==> src/rtl/abs_cmd_pkg.sv <==
package abs_cmd_pkg;

    typedef enum logic [1:0] {
        ST_WAIT,
        ST_CHECK,
        ST_EXEC,
        ST_CUSTOM
    } ctl_state_t;

    typedef struct packed {
        logic [7:0]  kind;
        logic        rsv;
        logic [2:0]  size;
        logic        postinc;
        logic        postexec;
        logic        transfer;
        logic        write;
        logic [15:0] regno;
    } reg_cmd_t;

    localparam logic [31:0] INSN_NOP    = 32'h0000_0013;
    localparam logic [31:0] INSN_EBREAK = 32'h0010_0073;

    localparam logic [2:0] ERR_NONE  = 3'd0;
    localparam logic [2:0] ERR_BUSY  = 3'd1;
    localparam logic [2:0] ERR_UNSUP = 3'd2;
    localparam logic [2:0] ERR_HALT  = 3'd4;

    localparam logic [15:0] GPR_BASE = 16'h1000;

endpackage

==> src/rtl/abs_insn_gen.sv <==
module abs_insn_gen
    import abs_cmd_pkg::*;
#(
    parameter logic [11:0] DATA_OFF = 12'h380
) (
    input  reg_cmd_t    cmd,
    output logic [31:0] word0,
    output logic [31:0] word1
);
    localparam logic [6:0] OP_LOAD  = 7'b0000011;
    localparam logic [6:0] OP_STORE = 7'b0100011;
    localparam logic [2:0] F3_WORD  = 3'b010;

    logic [31:0] ld_word;
    logic [31:0] st_word;

    always_comb begin
        ld_word = {DATA_OFF, 5'd0, F3_WORD, cmd.regno[4:0], OP_LOAD};
        st_word = {DATA_OFF[11:5], cmd.regno[4:0], 5'd0, F3_WORD,
                   DATA_OFF[4:0], OP_STORE};
        if (!cmd.transfer)  word0 = INSN_NOP;
        else if (cmd.write) word0 = ld_word;
        else                word0 = st_word;
        word1 = cmd.postexec ? INSN_NOP : INSN_EBREAK;
    end
endmodule

==> src/rtl/abs_cmd_check.sv <==
module abs_cmd_check
    import abs_cmd_pkg::*;
#(
    parameter logic [15:0] CUST_LO = 16'hC000,
    parameter logic [15:0] CUST_HI = 16'hC00F
) (
    input  reg_cmd_t cmd,
    input  logic     hart_halted,
    output logic     unsup,
    output logic     halt_bad,
    output logic     is_custom
);
    logic is_gpr;
    logic in_cust;

    always_comb begin
        is_gpr    = (cmd.regno[15:5] == GPR_BASE[15:5]);
        in_cust   = (cmd.regno >= CUST_LO) && (cmd.regno <= CUST_HI);
        unsup     = (cmd.kind != 8'd0)
                  || (cmd.transfer && (cmd.size != 3'd2))
                  || (cmd.transfer && !is_gpr && !in_cust)
                  || (cmd.transfer && in_cust && cmd.write);
        halt_bad  = !hart_halted;
        is_custom = cmd.transfer && in_cust;
    end
endmodule

==> src/rtl/abs_autoexec.sv <==
module abs_autoexec #(
    parameter int DATA_WORDS    = 2,
    parameter int PROGBUF_WORDS = 4,
    localparam int DIDX_W = (DATA_WORDS > 1) ? $clog2(DATA_WORDS) : 1,
    localparam int PIDX_W = (PROGBUF_WORDS > 1) ? $clog2(PROGBUF_WORDS) : 1
) (
    input  logic              clk,
    input  logic              rst_n,
    input  logic              ae_wr,
    input  logic [31:0]       ae_wdata,
    input  logic              data_acc,
    input  logic [DIDX_W-1:0] data_idx,
    input  logic              pb_acc,
    input  logic [PIDX_W-1:0] pb_idx,
    output logic              hit
);
    logic [DATA_WORDS-1:0]    dmask_q;
    logic [PROGBUF_WORDS-1:0] pmask_q;

    always_ff @(posedge clk) begin
        if (!rst_n) begin
            dmask_q <= '0;
            pmask_q <= '0;
        end else if (ae_wr) begin
            dmask_q <= ae_wdata[DATA_WORDS-1:0];
            pmask_q <= ae_wdata[16 +: PROGBUF_WORDS];
        end
    end

    always_comb begin
        hit = 1'b0;
        if (data_acc && (int'(data_idx) < DATA_WORDS))
            hit = hit | dmask_q[data_idx];
        if (pb_acc && (int'(pb_idx) < PROGBUF_WORDS))
            hit = hit | pmask_q[pb_idx];
    end
endmodule

==> src/rtl/abs_cmd_ctrl.sv <==
module abs_cmd_ctrl
    import abs_cmd_pkg::*;
#(
    parameter int          NHARTS        = 4,
    parameter int          DATA_WORDS    = 2,
    parameter int          PROGBUF_WORDS = 4,
    parameter logic [11:0] DATA_OFF      = 12'h380,
    parameter logic [15:0] CUST_LO       = 16'hC000,
    parameter logic [15:0] CUST_HI       = 16'hC00F,
    localparam int HART_W = (NHARTS > 1) ? $clog2(NHARTS) : 1,
    localparam int DIDX_W = (DATA_WORDS > 1) ? $clog2(DATA_WORDS) : 1,
    localparam int PIDX_W = (PROGBUF_WORDS > 1) ? $clog2(PROGBUF_WORDS) : 1
) (
    input  logic              clk,
    input  logic              rst_n,
    input  logic              cmd_wr,
    input  logic [31:0]       cmd_wdata,
    input  logic              cs_wr,
    input  logic [31:0]       cs_wdata,
    output logic [31:0]       cs_rdata,
    input  logic              ae_wr,
    input  logic [31:0]       ae_wdata,
    input  logic              data_acc,
    input  logic [DIDX_W-1:0] data_idx,
    input  logic              pb_acc,
    input  logic [PIDX_W-1:0] pb_idx,
    input  logic [HART_W-1:0] sel_hart,
    input  logic              sel_halted,
    input  logic              halt_wr,
    input  logic [HART_W-1:0] halt_id,
    input  logic              go_busy,
    output logic              go,
    output logic              busy,
    output logic [31:0]       abs0,
    output logic [31:0]       abs1,
    output logic              cust_valid,
    output logic [15:0]       cust_addr,
    input  logic              cust_ready,
    input  logic [31:0]       cust_rdata,
    output logic              data0_we,
    output logic [31:0]       data0_wdata
);
    localparam logic [3:0] DCOUNT = 4'(DATA_WORDS);
    localparam logic [4:0] PBSIZE = 5'(PROGBUF_WORDS);

    ctl_state_t state_q, state_d;
    reg_cmd_t   cmd_q;
    logic [2:0] err_q;
    logic       unsup, halt_bad, is_custom, ae_hit;
    logic       start_wr, start_auto, exec_done;
    logic       set_err;
    logic [2:0] err_code;

    abs_cmd_check #(.CUST_LO(CUST_LO), .CUST_HI(CUST_HI)) u_check (
        .cmd(cmd_q), .hart_halted(sel_halted),
        .unsup(unsup), .halt_bad(halt_bad), .is_custom(is_custom)
    );

    abs_insn_gen #(.DATA_OFF(DATA_OFF)) u_gen (
        .cmd(cmd_q), .word0(abs0), .word1(abs1)
    );

    abs_autoexec #(.DATA_WORDS(DATA_WORDS), .PROGBUF_WORDS(PROGBUF_WORDS)) u_ae (
        .clk(clk), .rst_n(rst_n), .ae_wr(ae_wr), .ae_wdata(ae_wdata),
        .data_acc(data_acc), .data_idx(data_idx),
        .pb_acc(pb_acc), .pb_idx(pb_idx), .hit(ae_hit)
    );

    always_comb begin
        start_wr   = cmd_wr && (state_q == ST_WAIT) && (err_q == ERR_NONE);
        start_auto = !cmd_wr && (state_q == ST_WAIT) && (err_q == ERR_NONE)
                   && ae_hit && (cmd_q.kind == 8'd0);
        exec_done  = halt_wr && (halt_id == sel_hart) && !go_busy;
        state_d    = state_q;
        unique case (state_q)
            ST_WAIT:   if (start_wr || start_auto) state_d = ST_CHECK;
            ST_CHECK: begin
                if (unsup || halt_bad) state_d = ST_WAIT;
                else if (is_custom)    state_d = ST_CUSTOM;
                else                   state_d = ST_EXEC;
            end
            ST_EXEC:   if (exec_done)  state_d = ST_WAIT;
            ST_CUSTOM: if (cust_ready) state_d = ST_WAIT;
            default:   state_d = ST_WAIT;
        endcase
    end

    always_comb begin
        set_err  = 1'b0;
        err_code = ERR_NONE;
        if (cmd_wr && (state_q != ST_WAIT)) begin
            set_err  = 1'b1;
            err_code = ERR_BUSY;
        end else if (state_q == ST_CHECK && unsup) begin
            set_err  = 1'b1;
            err_code = ERR_UNSUP;
        end else if (state_q == ST_CHECK && halt_bad) begin
            set_err  = 1'b1;
            err_code = ERR_HALT;
        end
    end

    always_ff @(posedge clk) begin
        if (!rst_n) begin
            state_q <= ST_WAIT;
            cmd_q   <= '0;
            err_q   <= ERR_NONE;
        end else begin
            state_q <= state_d;
            if (start_wr) cmd_q <= reg_cmd_t'(cmd_wdata);
            if (set_err && err_q == ERR_NONE) err_q <= err_code;
            else if (cs_wr)                   err_q <= err_q & ~cs_wdata[10:8];
        end
    end

    always_comb begin
        busy        = (state_q != ST_WAIT);
        go          = (state_q == ST_CHECK) && !unsup && !halt_bad && !is_custom;
        cust_valid  = (state_q == ST_CUSTOM);
        cust_addr   = cmd_q.regno;
        data0_we    = (state_q == ST_CUSTOM) && cust_ready;
        data0_wdata = cust_rdata;
        cs_rdata    = {3'b000, PBSIZE, 11'd0, busy, 1'b0, err_q, 4'd0, DCOUNT};
    end
endmodule

==> config.mk <==
export PLATFORM = sky130hd
export DESIGN_NAME = abs_cmd_ctrl
export DESIGN_NICKNAME = d
export VERILOG_FILES = /design/src/rtl/abs_cmd_pkg.sv /design/src/rtl/abs_insn_gen.sv /design/src/rtl/abs_cmd_check.sv /design/src/rtl/abs_autoexec.sv /design/src/rtl/abs_cmd_ctrl.sv
export SDC_FILE = /design/constraint.sdc
export NUM_CORES = 1
export LEC_CHECK = 0
export BUFFER_PORTS_ARGS = -buffer_cell sky130_fd_sc_hd__clkbuf_2
export CAP_MARGIN = 10
export CORE_AREA = 5 5 111 113
export DETAILED_ROUTE_END_ITERATION = 16
export DIE_AREA = 0 0 116 118
export PLACE_DENSITY_LB_ADDON = 0.25
export SKIP_CTS_REPAIR_TIMING = 1
export SYNTH_ARGS = -nofsm -noshare
export SYNTH_HDL_FRONTEND = slang
export SYNTH_HIERARCHICAL = 1
export SYNTH_SLANG_ARGS = --single-unit
==> constraint.sdc <==
create_clock -name clk -period 2.5 [get_ports clk]
set_input_delay 0.75 -clock clk [delete_from_list [all_inputs] [get_ports clk]]
set_output_delay 0.75 -clock clk [all_outputs]
set_load 0.02 [all_outputs]
Word level (Yosys, flattened, before mapping)
Index checks and enable logic that the tools add are counted.
{"block": "totals", "register_bits": 41, "output_inout_bits": 148, "word_cells": 90, "input_bits": 146}
{"block": "classes", "reduce_logical": 41, "mux": 23, "eq_ne": 9, "n_lt_le_gt_ge": 4, "bitwise": 3}
{"operator": "$mux 32", "count": 1}
{"operator": "$mux 25", "count": 1}
{"operator": "$logic_and 1x1->1", "count": 22}
{"operator": "$mux 21", "count": 1}
{"operator": "$ge 16x16->1 const B", "count": 1}
{"operator": "$le 16x16->1 const B", "count": 1}
{"operator": "$mux 3", "count": 5}
{"operator": "$eq 11x8->1 const B", "count": 1}
{"operator": "$mux 1", "count": 9}
{"operator": "$logic_not 8->1", "count": 1}
{"operator": "$mux 2", "count": 4}
{"operator": "$pmux 2 s4", "count": 1}
{"operator": "$reduce_bool 8->1", "count": 1}
{"operator": "$logic_not 1->1", "count": 7}
{"operator": "$logic_or 1x1->1", "count": 5}
{"operator": "$eq 2x2->1 const B", "count": 2}
{"operator": "$ne 2x1->1 const B", "count": 2}
{"operator": "$reduce_bool 2->1", "count": 2}
{"operator": "$and 3x3->3", "count": 1}
{"operator": "$logic_not 3->1", "count": 1}
{"operator": "$lt 2x3->1 const B", "count": 1}
{"operator": "$ne 3x2->1 const B", "count": 1}
{"operator": "$not 3->3", "count": 1}
{"operator": "$reduce_and 3->1", "count": 1}
{"operator": "7 further kinds", "count": 7}

Longest topological paths before layout
Gate-level depths: netlist (run 1).
{"block": "logic_depth", "ltp_word": 11, "ltp_mapped": 7, "depth_no_buf": 7}

By module
The synthesis (run 1) kept the hierarchy.
{"mod": "abs_cmd_ctrl", "cells_per_inst": 260, "seq_area_each_um2": 740.7, "n_inst": 1, "area_each_um2": 2110.8}
{"mod": "abs_insn_gen", "cells_per_inst": 68, "seq_area_each_um2": 0.0, "n_inst": 1, "area_each_um2": 503.0}
{"mod": "abs_autoexec", "cells_per_inst": 25, "seq_area_each_um2": 120.1, "n_inst": 1, "area_each_um2": 279.0}
{"mod": "abs_cmd_check", "cells_per_inst": 16, "seq_area_each_um2": 0.0, "n_inst": 1, "area_each_um2": 111.4}

Least setup slack after synthesis (run 1)
Ideal clock, no wire load.
{"block": "synth_timing", "path_kind": "flip-flop to output port", "start": "reg cmd_q (netlist bit cust_addr[5])", "end": "out go", "stages_incl_launch_ff": 6, "t_arrival_ns": 1.916, "t_required_ns": 1.750, "path_slack_ns": -0.166, "path_buffers": 0, "cell_sequence": "dfxtp_1 nor4_4 nand4_1 a221o_1 nor2_1 nor4bb_1"}
{"block": "synth_between", "elab_chain_len": 10, "elab_cells_between_ends": 17, "cone_classes": "order compare: 2; eq/ne: 1; reduce/logical: 14"}
{"element": "from (decl)", "line_no": "abs_cmd_ctrl.sv:47", "text": "reg_cmd_t cmd_q;"}
{"element": "from (signal assigned)", "line_no": "abs_cmd_ctrl.sv:110", "text": "if (start_wr) cmd_q <= reg_cmd_t'(cmd_wdata);"}
{"element": "$ge 16x16->1 (tied with other cells)", "line_no": "abs_cmd_check.sv:18", "text": "in_cust = (cmd.regno >= CUST_LO) && (cmd.regno <= CUST_HI);"}
{"element": "$logic_and 1x1->1 / $logic_not 1->1 (equally long branches)", "line_no": "abs_cmd_check.sv:18, abs_cmd_check.sv:21"}
{"element": "$logic_not 1->1 / $logic_and 1x1->1 (equally long branches)", "line_no": "abs_cmd_check.sv:21", "text": "|| (cmd.transfer && !is_gpr && !in_cust)"}
{"element": "$logic_and 1x1->1", "line_no": "abs_cmd_check.sv:21"}
{"element": "$logic_or 1x1->1", "line_no": "abs_cmd_check.sv:21"}
{"element": "$logic_or 1x1->1 *", "line_no": "abs_cmd_check.sv:22", "text": "|| (cmd.transfer && in_cust && cmd.write);"}
{"element": "named net unsup", "line_no": "abs_cmd_ctrl.sv:49", "text": "logic unsup, halt_bad, is_custom, ae_hit;"}
{"element": "$logic_not 1->1 *", "line_no": "abs_cmd_ctrl.sv:118", "text": "go = (state_q == ST_CHECK) && !unsup && !halt_bad && !is_custom;"}
{"element": "$logic_and 1x1->1 * (3 in a row)", "line_no": "abs_cmd_ctrl.sv:118"}
{"element": "to (decl)", "line_no": "abs_cmd_ctrl.sv:32", "text": "output logic go,"}
Mark *: on every way through the listed nets, which the timed path passes. The rest lies on a longest branch.

Worst setup path in the final report (run 1)
{"block": "layout_timing", "start": "reg cmd_q (netlist bit cust_addr[6])", "end": "out go"}
The elaborated chain is that of the path after synthesis.

==> impl_metrics.tcl, run 1 <==
set metrics [dict create \
    outcome "finished with violations" \
    violations "setup timing" \
    insertedDiodeCount 0 \
    viasPerCell 3.81 \
    grt_pass1_vias 2118 \
    num-fill-cells 1265 \
    routedWlPerCell_um 12.0 \
    worstHoldPathType "reg -> reg" \
    setup_viol 1 \
    path_cells "nor4_4 -> nand4_1 -> a221o_1 -> nor2_2 -> nor4bb_4 -> buf_4" \
    period_share_pct 111 \
    max_freq_mhz 359 \
    grt_pass1_wl_um 10500 \
    cts_buffers 5 \
    slew_violations 0 \
    cts_sinks 41 \
    start_util_pct 26.1 \
    dp_slack_ns -0.187 \
    ios 294 \
    hold_viol_final 0 \
    power_density_nw_per_um2 729 \
    finalClockSkew_ns 0.00332 \
    ctsLongestPathBuffers 2 \
    drt_iter0_markers 47 \
    die_y_um 118 \
    clock_tree.root_cell "clkbuf_16" \
    drc 0 \
    die_w_um 116 \
    post-place-cells 549 \
    placeableCoreArea_um2 11200 \
    fin_crit_ns 2.78 \
    whs_ns 0.455 \
    worstSetupPathType "reg -> out" \
    finalNonFillerCells 558 \
    dpl.hpwl_um 5230 \
    maxCapViolations 0 \
    rows 39 \
    ant_nets 0 \
    slowest_delay_ns 0.42 \
    cts_max_level 2 \
    clock_latency_ns 0.28 \
    antenna_found_initial 0 \
    syn_area_per_cell_um2 8.12 \
    synth-warning-count 6 \
    rsz0062_at_grt "true" \
    grt.overflow.total 0 \
    num_vias 2124 \
    dr.pass1.iters 4 \
    power_leakage_uw 0.00157 \
    cp_slowest_cell "a221o_1" \
    die_area_um2 13700 \
    worstPathRequired_ns 1.75 \
    cp-start-kind "flop" \
    cts.clk_slew.worst_paths_ns 0.06 \
    gr-usage-all-layers_pct 9.48 \
    gp_congestion 0.706 \
    finalNetCount 560 \
    ir_worst_vdd_mv 0.321 \
    cts_tree "built" \
    end_kind "output pin" \
    grt_max_degree 31 \
    layout_setup_ws_ns -0.283 \
    syn_area_um2 2930 \
    area_growth_pct 7.64 \
    cp.arrival_ns 2.03 \
    wl_um 6710 \
    crit_fanout 2 \
    syn_inst 361 \
    io_buffers 99 \
    final_layout_size_suffix_gt1_share_pct 36.9 \
]
## report_power, final
part | internal [uW] | switching (uW)
Clock | 498 | 263
Combinational | 274 | 467
Sequential | 729 | 70.1
Total | 1500 | 800
## cells in the final DEF, fill, tap and decap left out, types with 2 or more instances in the layout
cell type	n
nor2b_1	8
nor4_1	3
mux2i_1	7
a21oi_2	17
inv_1	5
nand2_1	67
dfxtp_1	40
nor4_4	2
clkbuf_2	98
and3b_1	4
nand4_1	3
conb_1	73
buf_4	19
and3_1	7
nor2_1	11
clkbuf_16	5
a21oi_1	16
a32oi_1	3
## registers in the layout (all words and copies together), names as in the netlist
signal,count
err_q,3
u_ae/pmask_q,4
cust_addr,16
cmd_q,14
u_ae/dmask_q,2
state_q,2
## area by class of cell
class / count / area (um2) / area share [%]
Sequential cell: 41 / 822 / 26.1
Clock buffer: 6 / 139 / 4.40
Multi-Input combinational cell: 242 / 1300 / 41.3
Clock inverter: 2 / 37.5 / 1.19
Timing Repair Buffer: 118 / 653 / 20.7
Inverter: 6 / 22.5 / 0.714
Tap cell: 143 / 179 / 5.67
## path summary, 6_finish.rpt
| kind | from | end | slack [ns] | depth (start not counted) |
|---|---|---|---|---|
| worst min-delay path | cmd_q[18] | cmd_q[18] | 0.46 | 2 |
| worst min register to register | cmd_q[18] | cmd_q[18] | 0.46 | 2 |
| worst max-delay path | cust_addr[6] | go | -0.28 | 6 |
| worst max register to register | cust_addr[6] | state_q[0] | 0.57 | 9 |
## through the flow
stage | total power [uW] | TNS, ns | area, um2 | util [%]
6_report | 2300 | -0.283 | 3160 | 28.1
5_1_grt | 2460 | -0.486 | 3160 | 28.1
4_1_cts | 2330 | -0.502 | 3120 | 27.8
3_5_place_dp | 1550 | -0.187 | 2950 | 26.3
3_3_place_gp | 1540 | -0.217 | 2950 | 26.3
2_1_floorplan | 1550 | 0 | 3200 | -
## critical path, delay by kind of cell, from the launching register on
kind	cells	cell delay, ns
buffers and inverters	1	0.18
flip-flops	1	0.33
AO/OA/AOI/OAI	1	0.42
AND/OR/NAND/NOR	4	0.83
## per-layer routing
metal,GRT usage [%],vias up,share of wire [%]
li1,-,1072,-
met1,11.4,927,40
met2,16.0,113,47
met3,2.88,12,11
met4,2.97,0,1.1
met5,0,-,0
(Power assumes the default switching activity.)
==> inputs of run 2 (changes only) <==
--- a/config.mk
+++ b/config.mk
@@ -7,9 +7,11 @@
 export LEC_CHECK = 0
 export BUFFER_PORTS_ARGS = -buffer_cell sky130_fd_sc_hd__clkbuf_2
 export CAP_MARGIN = 10
-export CORE_AREA = 5 5 111 113
+export CELL_PAD_IN_SITES_DETAIL_PLACEMENT = 1
+export CELL_PAD_IN_SITES_GLOBAL_PLACEMENT = 1
+export CORE_MARGIN = 5
+export CORE_UTILIZATION = 24
 export DETAILED_ROUTE_END_ITERATION = 16
-export DIE_AREA = 0 0 116 118
 export PLACE_DENSITY_LB_ADDON = 0.25
 export SKIP_CTS_REPAIR_TIMING = 1
 export SYNTH_ARGS = -nofsm -noshare
==> run 2 against run 1 <==
  * The run still ends with setup timing left
  * Critical endpoint unchanged
  * Final cell count rose by 0.90%
  * Critical path depth did not move
  * Fmax barely moved
  * First-iteration DRC count rose by 34%
  * Register-to-register slack improved by 0.07 ns
  * Via count rose by 4.7%
  * Hold slack improved by 0.0083 ns
==> impl_metrics.tcl, run 2 (same netlist as run 1, synthesis figures left out) <==
set metrics [dict create \
    num_vias 2223 \
    utilization_pct 26.2 \
    hold_viol_final 0 \
    clock_tree.root_cell "clkbuf_16" \
    antenna_found_initial 0 \
    end_kind "output pin" \
    routedWlPerCell_um 13.6 \
    cp_slowest_cell "a221o_1" \
    ctsLongestPathBuffers 2 \
    cts_tree "built" \
    largest_reg_flops 16 \
    ir_worst_vdd_mv 0.206 \
    die_area_um2 14500 \
    outcome "finished with violations" \
    cts_sinks 41 \
    grt_pass1_wl_um 11600 \
    finalClockSkew_ns 0.00305 \
    die_w_um 121 \
    start_util_pct 24.4 \
    layout.cells.most_common "clkbuf_2" \
    post-place-cells 554 \
    worstHoldPathType "reg -> reg" \
    cp_top_family "simple AND/OR/NAND/NOR gates" \
    wl_um 7670 \
    power_density_nw_per_um2 707 \
    path_cells "nor4_4 -> nand4_1 -> a221o_1 -> nor2_2 -> nor4bb_4 -> buf_4" \
    gp_congestion 0.707 \
    die_y_um 121 \
    dpl.hpwl_um 6180 \
    io_buffers 99 \
    gr-usage-all-layers_pct 9.89 \
    setup_tns_ns -0.283 \
    grt_pass1_vias 2357 \
    cp-start-kind "flop" \
    stdcell_area_um2 3150 \
    power_leakage_uw 0.00157 \
    slew_violations 0 \
    insertedDiodeCount 0 \
    placeableCoreArea_um2 12000 \
    period_share_pct 111 \
    placed_cell_area_um2 2960 \
    setup_viol 1 \
    max_freq_mhz 359 \
    crit_fanout 2 \
    worstSetupPathType "reg -> out" \
    drc 0 \
    cts.clk_slew.worst_paths_ns 0.06 \
    rows 40 \
    ant_nets 0 \
    finalNonFillerCells 563 \
    dr.pass1.iters 4 \
    viasPerCell 3.95 \
    ios 294 \
    final_cell_mix "clkbuf_2, conb_1, nand2_1, dfxtp_1, buf_4" \
    maxCapViolations 0 \
    worstPathRequired_ns 1.75 \
    area_growth_pct 7.30 \
    critPathBufInv 1 \
    cts_max_level 2 \
    finalPower_uw 2220 \
    slowest_delay_ns 0.41 \
    grt_max_degree 31 \
    cp.arrival_ns 2.03 \
    rsz0062_at_grt "true" \
    clock_latency_ns 0.28 \
    fin_crit_ns 2.78 \
    finalNetCount 562 \
    drt_iter0_markers 63 \
    final_layout_size_suffix_gt1_share_pct 37.0 \
    grt.overflow.total 0 \
    cts_buffers 5 \
    violations "setup timing" \
    layout_setup_ws_ns -0.283 \
]
[run 2: cell count changes in the layout (fill, tap and decap cells not counted)]
cell | previous run | this run
bufinv_16 | 1 | 0
buf_4 | 19 | 21
[run 2: worst paths after layout]
check / from / endpoint / slack, ns / depth (start not counted)
hold / removal: cmd_q[18] / cmd_q[18] / 0.46 / 2
setup reg to reg: cust_addr[10] / err_q[1] / 0.64 / 7
setup / recovery: cust_addr[10] / go / -0.28 / 6
hold reg to reg: cmd_q[18] / cmd_q[18] / 0.46 / 2
[run 2: layout make-up]
cell class              instances  area (um2)
fillers                      1510        8870
multi-input cells             242        1300
flip-flops and latches         41         822
repair buffers                120         668
well taps                     147         184
clock buffers                   6         139
inverters                       6        22.5
clock inverters                 1        7.51
[run 2: metal layers]
| metal | global-route usage [%] | up-vias | wire [um] |
|---|---|---|---|
| li1 | - | 1078 | - |
| met1 | 11.4 | 1047 | 3110 |
| met3 | 2.53 | 4 | 511 |
| met4 | 2.27 | 0 | 52 |
| met2 | 18.2 | 94 | 4000 |
| met5 | 0 | - | 0 |
[run 2: worst register-to-register path: stages (launching register included)]
cell and delay [ns]:
dfxtp_2 0.33, nor4_4 0.33, nand4_1 0.17, a221o_1 0.41, buf_4 0.15, buf_4 0.12, a22oi_1 0.18, nor2_1 0.05
[run 2: where the power goes]
part | switching [uW] | internal (uW)
Combinational | 484 | 289
Sequential | 72.2 | 729
Clock | 257 | 392
Total | 813 | 1410
[run 2: metrics by stage]
step           setup WS, ns  hold WS [ns]
6_report             -0.283         0.464
5_1_grt              -0.384         0.499
4_1_cts              -0.559         0.468
3_5_place_dp         -0.229         0.456
3_3_place_gp         -0.219         0.447
2_1_floorplan        0.0243         0.436
==> inputs of run 3 (changes only) <==
--- a/config.mk
+++ b/config.mk
@@ -10,8 +10,9 @@
 export CELL_PAD_IN_SITES_DETAIL_PLACEMENT = 1
 export CELL_PAD_IN_SITES_GLOBAL_PLACEMENT = 1
 export CORE_MARGIN = 5
-export CORE_UTILIZATION = 24
+export CORE_UTILIZATION = 25
 export DETAILED_ROUTE_END_ITERATION = 16
+export MAX_ROUTING_LAYER = met4
 export PLACE_DENSITY_LB_ADDON = 0.25
 export SKIP_CTS_REPAIR_TIMING = 1
 export SYNTH_ARGS = -nofsm -noshare
==> constraint.sdc (replaced) <==
create_clock -name clk -period 3.3 [get_ports clk]
set_input_delay 0.99 -clock clk [delete_from_list [all_inputs] [get_ports clk]]
set_output_delay 0.99 -clock clk [all_outputs]
set_load 0.02 [all_outputs]
==> run 3 against run 2 <==
  * First-iteration DRC count shrank 29%
  * The run now ends clean
  * Routed wire length fell by 3.2%
  * Flip-flop and latch count unchanged
  * Hold slack better by 0.0077 ns
  * Critical path depth unchanged
  * Register-to-register slack gained 0.85 ns
  * Total power down 23%
  * Clock skew up 0.00096 ns
  * Non-clock buffer count is 14 lower
  * Combinational power down 32%
==> impl_metrics.tcl, run 3 (same netlist as run 1, synthesis figures left out) <==
set metrics [dict create \
    ios 294 \
    worstSetupPathType "reg -> out" \
    gp_congestion 0.750 \
    finalClockSkew_ns 0.00401 \
    routedWlPerCell_um 13.6 \
    cts_tree "built" \
    power.share.sequential_pct 35.9 \
    period_share_pct 95.9 \
    tightest_slew_ns 0.642 \
    final_layout_size_suffix_gt1_share_pct 34.7 \
    hold_viol_final 0 \
    cts_max_level 2 \
    pwr-share-comb_pct 30.8 \
    clock_tree.root_cell "clkbuf_16" \
    max_freq_mhz 316 \
    dr.pass1.iters 4 \
    io_buffers 99 \
    end_kind "output pin" \
    slowest_delay_ns 0.42 \
    placeableCoreArea_um2 11500 \
    start_util_pct 25.6 \
    die_y_um 118 \
    finalPower_uw 1710 \
    ir_worst_vdd_mv 0.215 \
    rows 39 \
    intPower_uw 1090 \
    power_leakage_uw 0.00150 \
    num_vias 2166 \
    dpl.hpwl_um 5960 \
    cts_buffers 5 \
    cts.clk_slew.worst_paths_ns 0.06 \
    final_cell_mix "clkbuf_2, conb_1, nand2_1, dfxtp_1, a21oi_2" \
    layout.cells.most_common "clkbuf_2" \
    worstPathRequired_ns 2.31 \
    power_density_nw_per_um2 563 \
    die_area_um2 14000 \
    cp-start-kind "flop" \
    clockPowerShare_pct 33.3 \
    slew_violations 0 \
    grt.overflow.total 0 \
    path_cells "nor4_4 -> nand4_1 -> a221o_1 -> nor2_2 -> nor4bb_2 -> buf_4" \
    ctsLongestPathBuffers 2 \
    grt_pass1_vias 2275 \
    crit_fanout 3 \
    cts_sinks 41 \
    finalNetCount 548 \
    grt_pass1_wl_um 11600 \
    p_sw_uw 622 \
    cp_slowest_cell "a221o_1" \
    fin_crit_ns 3.16 \
    drc 0 \
    gr-usage-all-layers_pct 10.4 \
    antenna_found_initial 0 \
    insertedDiodeCount 0 \
    reg2reg_slack_ns 1.49 \
    utilization_pct 26.5 \
    largest_reg_flops 16 \
    maxSlewHeadroom_pct 57.1 \
    drt_iter0_markers 45 \
    wl_um 7430 \
    worstHoldPathType "reg -> reg" \
    outcome "completed" \
    cp.arrival_ns 2.17 \
    setup_viol 0 \
    sw_frac_of_total_pct 36.4 \
    ant_nets 0 \
    maxCapViolations 0 \
    clock_latency_ns 0.28 \
    area_growth_pct 3.63 \
    grt_max_degree 34 \
    die_w_um 118 \
    viasPerCell 3.97 \
]
## run 3: layer usage
metal / vias up / global-route usage (%) / wire length (um)
li1: 1048 / - / -
met1: 1011 / 12.4 / 3160
met2: 101 / 17.3 / 3650
met3: 6 / 2.87 / 582
met4: 0 / 2.51 / 35
met5: - / - / 0
## run 3: layout make-up
| type | instances | area [um2] |
|---|---|---|
| clock buffer | 5 | 125 |
| fill | 1425 | 8430 |
| inverter | 6 | 22.5 |
| tap | 143 | 179 |
| sequential | 41 | 821 |
| multi-input combinational | 242 | 1290 |
| timing repair buffer | 106 | 551 |
| clock inverter | 3 | 46.3 |
## run 3: worst paths after layout
path / start / to / cells after the start
max reg2reg: err_q[0] / cmd_q[26] / 5
min: cmd_q[18] / cmd_q[18] / 2
max: cust_addr[5] / go / 6
min reg2reg: cmd_q[18] / cmd_q[18] / 2
## run 3: power groups by stage
stage          clock network [uW]  logic, uW  registers [uW]
6_report                      570        527             613
5_1_grt                       606        586             623
4_1_cts                       590        525             614
3_5_place_dp                    0        524             625
3_3_place_gp                    0        516             622
2_1_floorplan                   0        563             609
## run 3: critical path: cells and delay by family, from the launching register on
family / cells / cell delay (ns)
compound gates: 1 / 0.42
buf+inv: 1 / 0.19
flops: 1 / 0.35
simple gates: 4 / 0.94
## run 3: metrics by stage
stage	std cells	setup TNS, ns	instance area [um2]	hold slack (ns)	worst slack, ns
2_1_floorplan	430	0	3190	0.436	0.394
6_report	546	0	3040	0.471	0.137
5_1_grt	546	-0.00416	3040	0.501	-0.00416
3_3_place_gp	537	0	2840	0.445	0.298
3_5_place_dp	537	0	2840	0.464	0.259
4_1_cts	545	-0.0655	3010	0.474	-0.0655
